--- src/rtl/crt_cursor_pkg.sv ---
package crt_cursor_pkg;
   typedef enum logic [1:0] {
      CUR_STEADY = 2'b00,
      CUR_OFF    = 2'b01,
      CUR_BLINKF = 2'b10,
      CUR_BLINKS = 2'b11
   } cur_mode_e;
endpackage

--- src/rtl/crt_cursor_addr_match.sv ---
module crt_cursor_addr_match #(
   parameter int ADDR_W = 14
) (
   input  logic [ADDR_W-1:0] scan_addr,
   input  logic [ADDR_W-1:0] target_addr,
   output logic              addr_hit
);
   always_comb addr_hit = (scan_addr == target_addr);
endmodule

--- src/rtl/crt_cursor_line_window.sv ---
module crt_cursor_line_window #(
   parameter int LINE_W = 5
) (
   input  logic [LINE_W-1:0] line_now,
   input  logic [LINE_W-1:0] line_first,
   input  logic [LINE_W-1:0] line_last,
   output logic              line_hit
);
   logic above_first;
   logic below_last;
   always_comb begin
      above_first = (line_now >= line_first);
      below_last  = (line_now <= line_last);
      line_hit    = above_first & below_last;
   end
endmodule

--- src/rtl/crt_cursor_blink.sv ---
module crt_cursor_blink
   import crt_cursor_pkg::*;
#(
   parameter int FCNT_W   = 5,
   parameter int FAST_BIT = 3,
   parameter int SLOW_BIT = 4
) (
   input  logic       clk,
   input  logic       rst_n,
   input  logic       frame_start,
   input  cur_mode_e  mode,
   output logic       show
);
   localparam logic [FCNT_W-1:0] CNT_ONE = {{(FCNT_W-1){1'b0}}, 1'b1};

   logic [FCNT_W-1:0] field_cnt;

   always_ff @(posedge clk or negedge rst_n) begin
      if (!rst_n)           field_cnt <= '0;
      else if (frame_start) field_cnt <= field_cnt + CNT_ONE;
   end

   always_comb begin
      unique case (mode)
         CUR_STEADY: show = 1'b1;
         CUR_OFF:    show = 1'b0;
         CUR_BLINKF: show = ~field_cnt[FAST_BIT];
         CUR_BLINKS: show = ~field_cnt[SLOW_BIT];
         default:    show = 1'b0;
      endcase
   end
endmodule

--- src/rtl/crt_cursor_gen.sv ---
module crt_cursor_gen
   import crt_cursor_pkg::*;
#(
   parameter int ADDR_W   = 14,
   parameter int LINE_W   = 5,
   parameter int FCNT_W   = 5,
   parameter int FAST_BIT = 3,
   parameter int SLOW_BIT = 4,
   parameter bit OUT_REG  = 1'b1
) (
   input  logic              clk,
   input  logic              rst_n,
   input  logic              frame_start,
   input  logic              disp_en,
   input  logic [ADDR_W-1:0] refresh_addr,
   input  logic [LINE_W-1:0] row_addr,
   input  logic [LINE_W+1:0] cur_start_reg,
   input  logic [LINE_W-1:0] cur_end_line,
   input  logic [ADDR_W-1:0] cur_addr,
   output logic              cursor_out
);
   localparam int MODE_LSB = LINE_W;

   if (ADDR_W < 1) begin : g_bad_addr
      $error("crt_cursor_gen: ADDR_W must be positive");
   end
   if (LINE_W < 1) begin : g_bad_line
      $error("crt_cursor_gen: LINE_W must be positive");
   end
   if (!(FAST_BIT < SLOW_BIT && SLOW_BIT < FCNT_W)) begin : g_bad_bits
      $error("crt_cursor_gen: need FAST_BIT < SLOW_BIT < FCNT_W");
   end

   cur_mode_e mode;
   logic      addr_hit;
   logic      line_hit;
   logic      show;
   logic      cursor_c;

   always_comb mode = cur_mode_e'(cur_start_reg[MODE_LSB +: 2]);

   crt_cursor_addr_match #(.ADDR_W(ADDR_W)) u_addr (
      .scan_addr   (refresh_addr),
      .target_addr (cur_addr),
      .addr_hit    (addr_hit)
   );

   crt_cursor_line_window #(.LINE_W(LINE_W)) u_line (
      .line_now   (row_addr),
      .line_first (cur_start_reg[LINE_W-1:0]),
      .line_last  (cur_end_line),
      .line_hit   (line_hit)
   );

   crt_cursor_blink #(
      .FCNT_W   (FCNT_W),
      .FAST_BIT (FAST_BIT),
      .SLOW_BIT (SLOW_BIT)
   ) u_blink (
      .clk         (clk),
      .rst_n       (rst_n),
      .frame_start (frame_start),
      .mode        (mode),
      .show        (show)
   );

   always_comb cursor_c = addr_hit & line_hit & show & disp_en;

   if (OUT_REG) begin : g_out_reg
      always_ff @(posedge clk or negedge rst_n) begin
         if (!rst_n) cursor_out <= 1'b0;
         else        cursor_out <= cursor_c;
      end
   end else begin : g_out_comb
      always_comb cursor_out = cursor_c;
   end
endmodule

--- config.mk ---
export PLATFORM = sky130hd
export DESIGN_NAME = crt_cursor_gen
export DESIGN_NICKNAME = d
export VERILOG_FILES = /design/src/rtl/crt_cursor_pkg.sv /design/src/rtl/crt_cursor_addr_match.sv /design/src/rtl/crt_cursor_line_window.sv /design/src/rtl/crt_cursor_blink.sv /design/src/rtl/crt_cursor_gen.sv
export SDC_FILE = /design/constraint.sdc
export NUM_CORES = 1
export LEC_CHECK = 0
export BUFFER_PORTS_ARGS = -buffer_cell sky130_fd_sc_hd__buf_2
export CAP_MARGIN = 15
export CORE_UTILIZATION = 35
export DETAILED_ROUTE_END_ITERATION = 12
export GPL_TIMING_DRIVEN = 0
export HOLD_SLACK_MARGIN = 0.12
export PLACE_DENSITY = 0.72
export SYNTH_ARGS = -nofsm -noshare
export SYNTH_HDL_FRONTEND = slang
export SYNTH_SLANG_ARGS = --single-unit
--- constraint.sdc ---
create_clock -name clk -period 1.53 [get_ports clk]
set_clock_uncertainty 0.2 [all_clocks]
set_input_delay 0 -clock clk [delete_from_list [all_inputs] [get_ports clk]]
set_output_delay 0 -clock clk [all_outputs]
set_load 0.005 [all_outputs]
==> results of run 1 <==
final cells by class:
cell class / instances / area [µm²] / share of cell area
well taps: 25 / 31.28 / 0.03133
clock buffers: 3 / 22.52 / 0.02256
multi-input cells: 54 / 450.4 / 0.4511
inverters: 11 / 41.29 / 0.04135
repair buffers: 55 / 302.8 / 0.3033
flip-flops and latches: 6 / 150.1 / 0.1504
stage by stage:
stage | power (mW) | setup slack [ns] | setup TNS [ns]
finish | 0.7483 | -0.09691 | -0.09691
detailed placement | 0.5799 | -0.1978 | -0.1978
global placement | 0.5594 | -0.2093 | -0.2093
floorplan | 0.4606 | -0.09286 | -0.09286
global route | 0.8246 | -0.2060 | -0.2060
CTS | 0.7580 | -0.09903 | -0.09903
state kept, by name, summed over array words and instances (netlist names):
signal	count
cursor_out	1
u_blink.field_cnt	5
power by group through the flow:
stage | clock, mW | sequential, mW | combinational, mW
floorplan | 0 | 0.278 | 0.183
global placement | 0 | 0.290 | 0.270
detailed placement | 0 | 0.294 | 0.285
CTS | 0.150 | 0.284 | 0.324
global route | 0.161 | 0.294 | 0.370
finish | 0.145 | 0.284 | 0.318
critical path, cell delays in order, from the launching register on:
cell	delay [ns]
dfrtp_1	0.37
a21oi_1	0.14
a31oi_1	0.06
or4_1	0.42
nor4_2	0.15
o221a_2	0.21
metal layers:
metal	part of all wire	wire [µm]	vias to the layer above
met4	0.018	26	0
met2	0.53	765	19
met5	0	0	-
met1	0.42	607	302
met3	0.037	54	4
li1	-	-	362
logic make-up (layout without fill, tap and decap cells):
| family | count (synthesis) | count (layout) |
|---|---|---|
| xor gates and xnor gates | 18 | 18 |
| and+or+nand+nor | 14 | 14 |
| adders and majority gates | 11 | 11 |
| buffers and inverters | 11 | 69 |
| AOI/OAI and AO/OA | 10 | 10 |
| DFF | 6 | 6 |
| muxes | 1 | 1 |
what timing repair did:
| item | 4_1_cts | 5_1_grt |
|---|---|---|
| setup buffers | 1 | 0 |
| pin swaps | 1 | 0 |
| endpoints found under the hold margin | 12 | 1 |
| cloned | 0 | 0 |
| endpoints found under the setup margin | 1 | 1 |
synth_stat cells, drive strengths merged:
cell	n	area share
a21boi	1	0.012
a21oi	3	0.023
a31oi	1	0.0098
dfrtp	6	0.23
ha	11	0.21
inv	11	0.064
mux2	1	0.018
nand2	2	0.012
nand2b	1	0.0098
nand3	1	0.0078
nand4	5	0.049
nor2	2	0.012
nor3	1	0.0078
nor4	1	0.019
o21ai	3	0.023
o221a	1	0.018
o22ai	1	0.0098
or4	1	0.012
xnor2	14	0.19
xor2	4	0.055
final timing paths:
kind | startpoint | endpoint | slack [ns] | cells after the start
hold reg to reg | u_blink.field_cnt[4]$_DFFE_PN0P_ | u_blink.field_cnt[4]$_DFFE_PN0P_ | 0.28 | 1
hold / removal | disp_en | cursor_out$_DFF_PN0_ | 0.02 | 5
setup reg to reg | u_blink.field_cnt[3]$_DFFE_PN0P_ | cursor_out$_DFF_PN0_ | -0.1 | 5
max in group asynchronous | rst_n | u_blink.field_cnt[2]$_DFFE_PN0P_ | 0.41 | 3
setup / recovery | u_blink.field_cnt[3]$_DFFE_PN0P_ | cursor_out$_DFF_PN0_ | -0.1 | 5
min in group asynchronous | rst_n | u_blink.field_cnt[4]$_DFFE_PN0P_ | 0.49 | 3
==> results_dict.tcl, run 1 <==
set metrics [dict create \
    track_usage 0.1485 \
    grtUsageMet2 0.2676 \
    whs_ns 0.01595 \
    ys_ff_latch 6 \
    met3_usage 0.01200 \
    synth_fa_ha_area_frac 0.2144 \
    htree_num_levels 1 \
    cap_violations 0 \
    gr-total-overflow 0 \
    ctsHoldBuffers 5 \
    setup_viol 1 \
    use_met1 0.1760 \
    num_antenna_cells 0 \
    violations "setup timing" \
    hp-class "in -> reg" \
    rsz0062_at_grt "true" \
    p_seq_frac 0.380 \
    dieArea_um2 2009 \
    required_ns 1.51 \
    final_common_cell "buf_2" \
    antenna_found_initial 0 \
    hold_viol 0 \
    drt_iter0_markers 5 \
    fp-row-count 15 \
    drive_gt1_frac 0.4341 \
    grt_pass1_wl_mm 2.235 \
    ys_warn_count 0 \
    fillCellCount 173 \
    p_sw_frac 0.3185 \
    post-route-cell-area_um2 998.5 \
    worst_ir_drop_vdd_uv 358.3 \
    p_per_area_nw_per_um2 749.4 \
    cp_data_arrival_time_ns 1.60 \
    synthMuxAreaShare 0.01754 \
    grt_pass1_vias 616 \
    wirelength_mm 1.453 \
    synth_cell_types 20 \
    vias 687 \
    grt_max_degree 7 \
    max_slew.worst_pin.slew_ns 0.2867 \
    setup_ws_ns -0.09691 \
    clk_latency_ns 0.24 \
    worstSetupPathType "reg -> reg" \
    final_cell_mix "buf_2 (49), xnor2_1 (14), inv_1 (11), ha_1 (11), dfrtp_1 (6)" \
    postSynthCellCount 71 \
    postLayoutCoreUtil 0.5783 \
    leakage_nw 0.5360 \
    clk_path_buf_depth 2 \
    status "complete, but fails checks" \
    core_um2 1727 \
    fin_nets 191 \
    p_int_mw 0.5099 \
    instances_no_fill 154 \
    p_clk_frac 0.194 \
    power_frac_comb 0.425 \
    min_period_ns 1.627 \
    numCtsBuffers 3 \
    syn_area_per_cell_um2 9.040 \
    startpoint_type "flop" \
    drc 0 \
    yosys.area_share.simple 0.1287 \
    dr.pass1.iters 4 \
    io_buffers 49 \
    cts_root_buf "clkbuf_4" \
    start_util 0.3717 \
    die_y_um 44.83 \
    hpwlAfterDp_mm 1.284 \
    final-max-slew-violation-count 0 \
    via_per_inst 4.461 \
    cts_tree "built" \
    end_kind "flop" \
    synth_seq_area_share 0.2339 \
    ctsResizeCount 0 \
    fin_crit_sh 1.063 \
    wl_per_cell_um 9.435 \
    place.gp.congestion 0.7388 \
    clk_pin_slew_ns 0.05 \
    grt.busiest_layer "met2" \
    fmax_ghz 0.6147 \
    synth-compound-area-share 0.09552 \
    cts.sinks 6 \
    drt.antenna.violating_nets 0 \
    place_inst 145 \
    area_growth_pct 55.56 \
    place_area_um2 918.4 \
    netlist_area_um2 641.9 \
    die_w_um 44.83 \
    crit_fanout 2 \
    pin_count 50 \
    net-switching-power_mw 0.2383 \
    synth_top_family_by_area "XOR/XNOR gates" \
    synthXorXnorAreaFrac 0.2456 \
    slew_headroom 0.8083 \
    syn_nets 131 \
]
Note: power is estimated with default switching activity, not from simulation.
==> run 2, diff against run 1 <==
- CORE_UTILIZATION: 35 -> 38
- PLACE_DENSITY: 0.72 -> 0.74
- clock period: 1.53 -> 1.77 ns (I/O delays scaled with it)
==> run 2 against run 1 <==
Compared with the run above: the flow still finishes with violations (setup timing); core utilization up 14 points; global-route usage up 4.5 points; sequential share of layout area down 1.4 points; power down 11%; via count up 8.2%; cell count up 0.65%; sequential power down 12%; critical path depth up 2; flip-flop and latch count unchanged; first-iteration DRC count unchanged; worst hold slack better by 0.049 ns; critical endpoint unchanged; highest routed layer unchanged.
==> results_dict.tcl, run 2 (same netlist as run 1, synthesis figures left out) <==
set metrics [dict create \
    status "complete, but fails checks" \
    violations "setup timing" \
    grt_pass1_wl_mm 2.691 \
    setup_viol 1 \
    final_cell_mix "buf_2 (49), dlygate4sd3_1 (14), xnor2_1 (13)" \
    dpl_worst_slack_ns 0.02396 \
    drc 0 \
    drt_iter0_markers 5 \
    die_y_um 43.10 \
    die_w_um 43.10 \
    crit_chain "dlygate4sd3_1, buf_2, xnor2_2, nand4_1, or4_4, nor4_2, o221a_2" \
    clk_pin_slew_ns 0.04 \
    reg2reg_slack_ns 0.06 \
    num_antenna_cells 0 \
    holdPathStages 6 \
    clk_path_buf_depth 2 \
    grt_max_degree 7 \
    place.gp.congestion 0.7476 \
    end_kind "flop" \
    cts_tree "built" \
    top_regs "u_blink.field_cnt: 5 flops, cursor_out: 1 flops" \
    htree_num_levels 1 \
    hold_viol 0 \
    leakage_nw 0.5985 \
    cp_data_arrival_time_ns 1.77 \
    cap_violations 0 \
    fp-row-count 14 \
    grt_pass1_vias 726 \
    drt.antenna.violating_nets 0 \
    vias 743 \
    slew_headroom 0.8151 \
    setup_ws_ns -0.02172 \
    instances_no_fill 155 \
    critPathLaunch "refresh_addr[13]" \
    dr.pass1.iters 4 \
    area_growth_pct 71.54 \
    largest_register_ff_count 5 \
    max_slew.worst_pin.slew_ns 0.2765 \
    fin_crit_sh 1.012 \
    antenna_found_initial 0 \
    final-max-slew-violation-count 0 \
    min-delay-start "refresh_addr[10]" \
    critical_path.top_delay_family "simple AND/OR/NAND/NOR gates" \
    r2r_start "u_blink.field_cnt[3]$_DFFE_PN0P_" \
    start_util 0.4164 \
    worst_ir_drop_vdd_uv 341.4 \
    track_usage 0.1934 \
    crit_fanout 1 \
    whs_endpoint "cursor_out$_DFF_PN0_" \
    multi_input_area_um2 461.7 \
    top_register "u_blink.field_cnt" \
    final_common_cell "buf_2" \
    place_inst 136 \
    io_buffers 49 \
    hpwlAfterDp_mm 1.352 \
    clk_latency_ns 0.24 \
    p_per_area_nw_per_um2 607.6 \
    whs_ns 0.06507 \
    cp_num_buf_inv 2 \
    cts.sinks 6 \
    rr_endpoint "cursor_out$_DFF_PN0_" \
    fillCellCount 127 \
    gr-total-overflow 0 \
    startpoint_type "input port" \
    fin_nets 201 \
    crit_slowest_cell "dlygate4sd3_1" \
    drive_gt1_frac 0.4173 \
    required_ns 1.75 \
    min_period_ns 1.792 \
    slowest_delay_ns 0.54 \
    worstSetupPathType "in -> reg" \
    via_per_inst 4.794 \
    regArea_um2 150.1 \
    rsz0062_at_grt "true" \
    pin_count 50 \
    cts_root_buf "clkbuf_4" \
    wl_per_cell_um 11.26 \
    dieArea_um2 1858 \
    wirelength_mm 1.746 \
    numCtsBuffers 3 \
    reg2reg_depth 5 \
    fmax_ghz 0.5581 \
    core_um2 1541 \
    hp-class "in -> reg" \
    p_total_mw 0.6690 \
]
==> run 2: worst register-to-register path: cells and delay by family, from the launching register on <==
kind | cells | cell delay [ns]
AO/OA/AOI/OAI | 3 | 0.39
flip-flops | 1 | 0.38
AND/OR/NAND/NOR | 2 | 0.67
==> run 2: cell type report <==
| type | instances | area share |
|---|---|---|
| Tap cell | 16 | 0.01818 |
| Sequential cell | 6 | 0.1364 |
| Timing Repair Buffer | 65 | 0.3682 |
| Clock buffer | 3 | 0.02045 |
| Inverter | 11 | 0.03750 |
| Multi-Input combinational cell | 54 | 0.4193 |
==> run 2: per-layer routing <==
metal  global-route usage  share of wire
met1               0.1697           0.33
met2               0.3970           0.62
met3              0.05532          0.045
met4              0.06667         0.0046
met5                    0              0
==> run 2: worst max-delay path by stage <==
stage                            to  slack [ns]  cells after the start
2_1_floorplan  cursor_out$_DFF_PN0_        0.13                      5
3_3_place_gp   cursor_out$_DFF_PN0_        0.03                      5
3_5_place_dp   cursor_out$_DFF_PN0_        0.02                      5
4_1_cts        cursor_out$_DFF_PN0_        0.02                      7
5_1_grt        cursor_out$_DFF_PN0_       -0.05                      7
6_report       cursor_out$_DFF_PN0_       -0.02                      7
==> run 2: metrics by stage <==
step	cell area (µm²)	setup TNS (ns)	util
final	1101	-0.02172	0.7143
after detailed placement	907.1	0	0.5885
after CTS	1077	0	0.6989
after global routing	1101	-0.04723	0.7143
after global placement	907.1	0	0.5885
after floorplan	641.9	0	-
==> run 2: timing repair <==
item,4_1_cts,5_1_grt
endpoints found under the setup margin,1,1
hold buffers,14,1
resized for setup,0,3
pin swaps,0,0
hold endpoints to repair,12,1
setup buffers,1,0
==> run 2: power breakdown <==
group	switching (mW)	internal (mW)	leakage, nW
Clock	0.0463	0.0765	0.0138
Combinational	0.116	0.182	0.512
Sequential	0.0499	0.199	0.0729
Total	0.212	0.457	0.599
==> run 3, diff against run 2 <==
- clock period: 1.77 -> 2 ns (I/O delays scaled with it)
==> run 3 against run 2 <==
Compared with the run above: the flow now finishes without violations; cell count is 13% higher; via count is 18% higher; worst setup slack better by 0.060 ns; die area stayed put; core utilization is 15 points higher; power is 3.9% lower; count of clock-buffer cells in the layout stayed put; largest power group unchanged; cell area is 20% higher; global-route usage is 11 points higher; clock power is 9.8% lower.
==> results_dict.tcl, run 3 (same netlist as run 1, synthesis figures left out) <==
set metrics [dict create \
    cp_data_arrival_time_ns 1.94 \
    cts.sinks 6 \
    leakage_nw 0.6843 \
    hold_viol 0 \
    reg2reg_slack_ns 0.14 \
    cts_root_buf "clkbuf_4" \
    min-delay-start "cur_end_line[3]" \
    startpoint_type "input port" \
    fmax_ghz 0.5099 \
    worstSetupPathType "in -> reg" \
    rr_endpoint "cursor_out$_DFF_PN0_" \
    hpwlAfterDp_mm 1.352 \
    top_regs "u_blink.field_cnt: 5 flops, cursor_out: 1 flops" \
    top_register "u_blink.field_cnt" \
    start_util 0.4164 \
    top_layer "met4" \
    drive_gt1_frac 0.3797 \
    final_common_cell "buf_2" \
    fin_crit_sh 0.9806 \
    area_growth_pct 106.4 \
    post-route-cell-area_um2 1325 \
    grt_pass1_vias 912 \
    clk_pin_slew_ns 0.04 \
    min_period_ns 1.961 \
    route.met2.wl_mm 1.550 \
    hp-class "in -> reg" \
    end_kind "flop" \
    wl_met3_um 103 \
    dr.pass1.iters 4 \
    slew_headroom 0.8247 \
    clk_path_buf_depth 2 \
    track_usage 0.3023 \
    clk_latency_ns 0.25 \
    wirelength_mm 2.656 \
    p_per_area_nw_per_um2 485.1 \
    grt_pass1_wl_mm 4.002 \
    dieArea_um2 1858 \
    numCtsBuffers 3 \
    cap_violations 0 \
    fin_nets 220 \
    final-max-slew-violation-count 0 \
    place_area_um2 907.1 \
    whs_endpoint "cursor_out$_DFF_PN0_" \
    max_slew.worst_pin.slew_ns 0.2621 \
    place.gp.congestion 0.7476 \
    crit_fanout 1 \
    io_buffers 49 \
    setup_tns_ns 0 \
    htree_num_levels 1 \
    worst_ir_drop_vdd_uv 288.3 \
    reg2reg_depth 5 \
    final_cell_mix "buf_2 (49), dlygate4sd3_1 (35), inv_1 (11), ha_1 (11), xnor2_1 (10)" \
    drt_iter0_markers 16 \
    pin_count 50 \
    core_um2 1541 \
    die_w_um 43.10 \
    gr-total-overflow 0 \
    cts_tree "built" \
    holdPathStages 5 \
    required_ns 1.98 \
    p_total_mw 0.6428 \
    grt_max_degree 7 \
    antenna_found_initial 1 \
    r2r_start "u_blink.field_cnt[3]$_DFFE_PN0P_" \
    wl_per_cell_um 15.18 \
    via_per_inst 5.000 \
    vias 875 \
    rsz0062_at_grt "false" \
    die_y_um 43.10 \
    drc 0 \
    met1Wirelength_um 870 \
    post_cts_buffers 0 \
    setup_viol 0 \
    fp-row-count 14 \
    status "completed" \
    largest_register_ff_count 5 \
    drt.antenna.violating_nets 0 \
]
[run 3: cell count changes in the layout (fill, tap and decap cells not counted)]
cell	change
nor4_4	+1
xnor2_2	+3
dlymetal6s4s_1	-1
nor4_2	-1
xnor2_1	-3
dlygate4sd3_1	+21
diode_2	+1
buf_4	-1
[run 3: how the worst max path moves through the flow]
stage	cells past startpoint	start	to	slack [ns]
global route	7	cur_addr[5]	cursor_out$_DFF_PN0_	0.005
finish	7	cur_addr[5]	cursor_out$_DFF_PN0_	0.04
floorplan	5	u_blink.field_cnt[3]$_DFFE_PN0P_	cursor_out$_DFF_PN0_	0.36
CTS	6	cur_addr[9]	cursor_out$_DFF_PN0_	0.15
detailed placement	5	u_blink.field_cnt[3]$_DFFE_PN0P_	cursor_out$_DFF_PN0_	0.25
global placement	5	u_blink.field_cnt[3]$_DFFE_PN0P_	cursor_out$_DFF_PN0_	0.26
[run 3: worst max-delay path, stage by stage]
cell	delay, ns
dlygate4sd3_1	0.57
buf_2	0.15
xnor2_2	0.15
nand4_1	0.11
or4_4	0.58
nor4_4	0.15
o221a_2	0.22
[run 3: final cells by class]
cell class,count,area (µm²)
Clock buffer,3,22.52
Fill cell,87,216.5
Multi-Input combinational cell,54,493.0
Tap cell,16,20.02
Sequential cell,6,150.1
Antenna cell,1,2.502
Timing Repair Buffer,84,595.6
Inverter,11,41.29
[run 3: where the power goes]
group	total (mW)	internal [mW]	switching (mW)
clock	0.111	0.0678	0.0432
sequential	0.229	0.176	0.0530
combinational	0.303	0.182	0.121
[run 3: timing repair]
action	4_1_cts	5_1_grt
endpoints found under the setup margin	0	1
resized for setup	0	6
hold endpoints to repair	12	0
hold buffers	35	0
[run 3: metal layers]
metal,vias to the layer above,global-route usage
li1,422,-
met1,403,0.2637
met2,38,0.6090
met3,12,0.06383
met4,0,0.1636
met5,-,0
[run 3: per-stage QoR]
step,utilization,hold slack [ns],worst slack [ns],cells
final,0.8596,0.1942,0.03875,175
after global routing,0.8596,0.2101,0.005414,175
after CTS,0.8304,0.1580,0.1507,174
after detailed placement,0.5885,-0.3729,0.2540,136
after global placement,0.5885,-0.3755,0.2592,136
after floorplan,-,-0.4956,0.3639,71
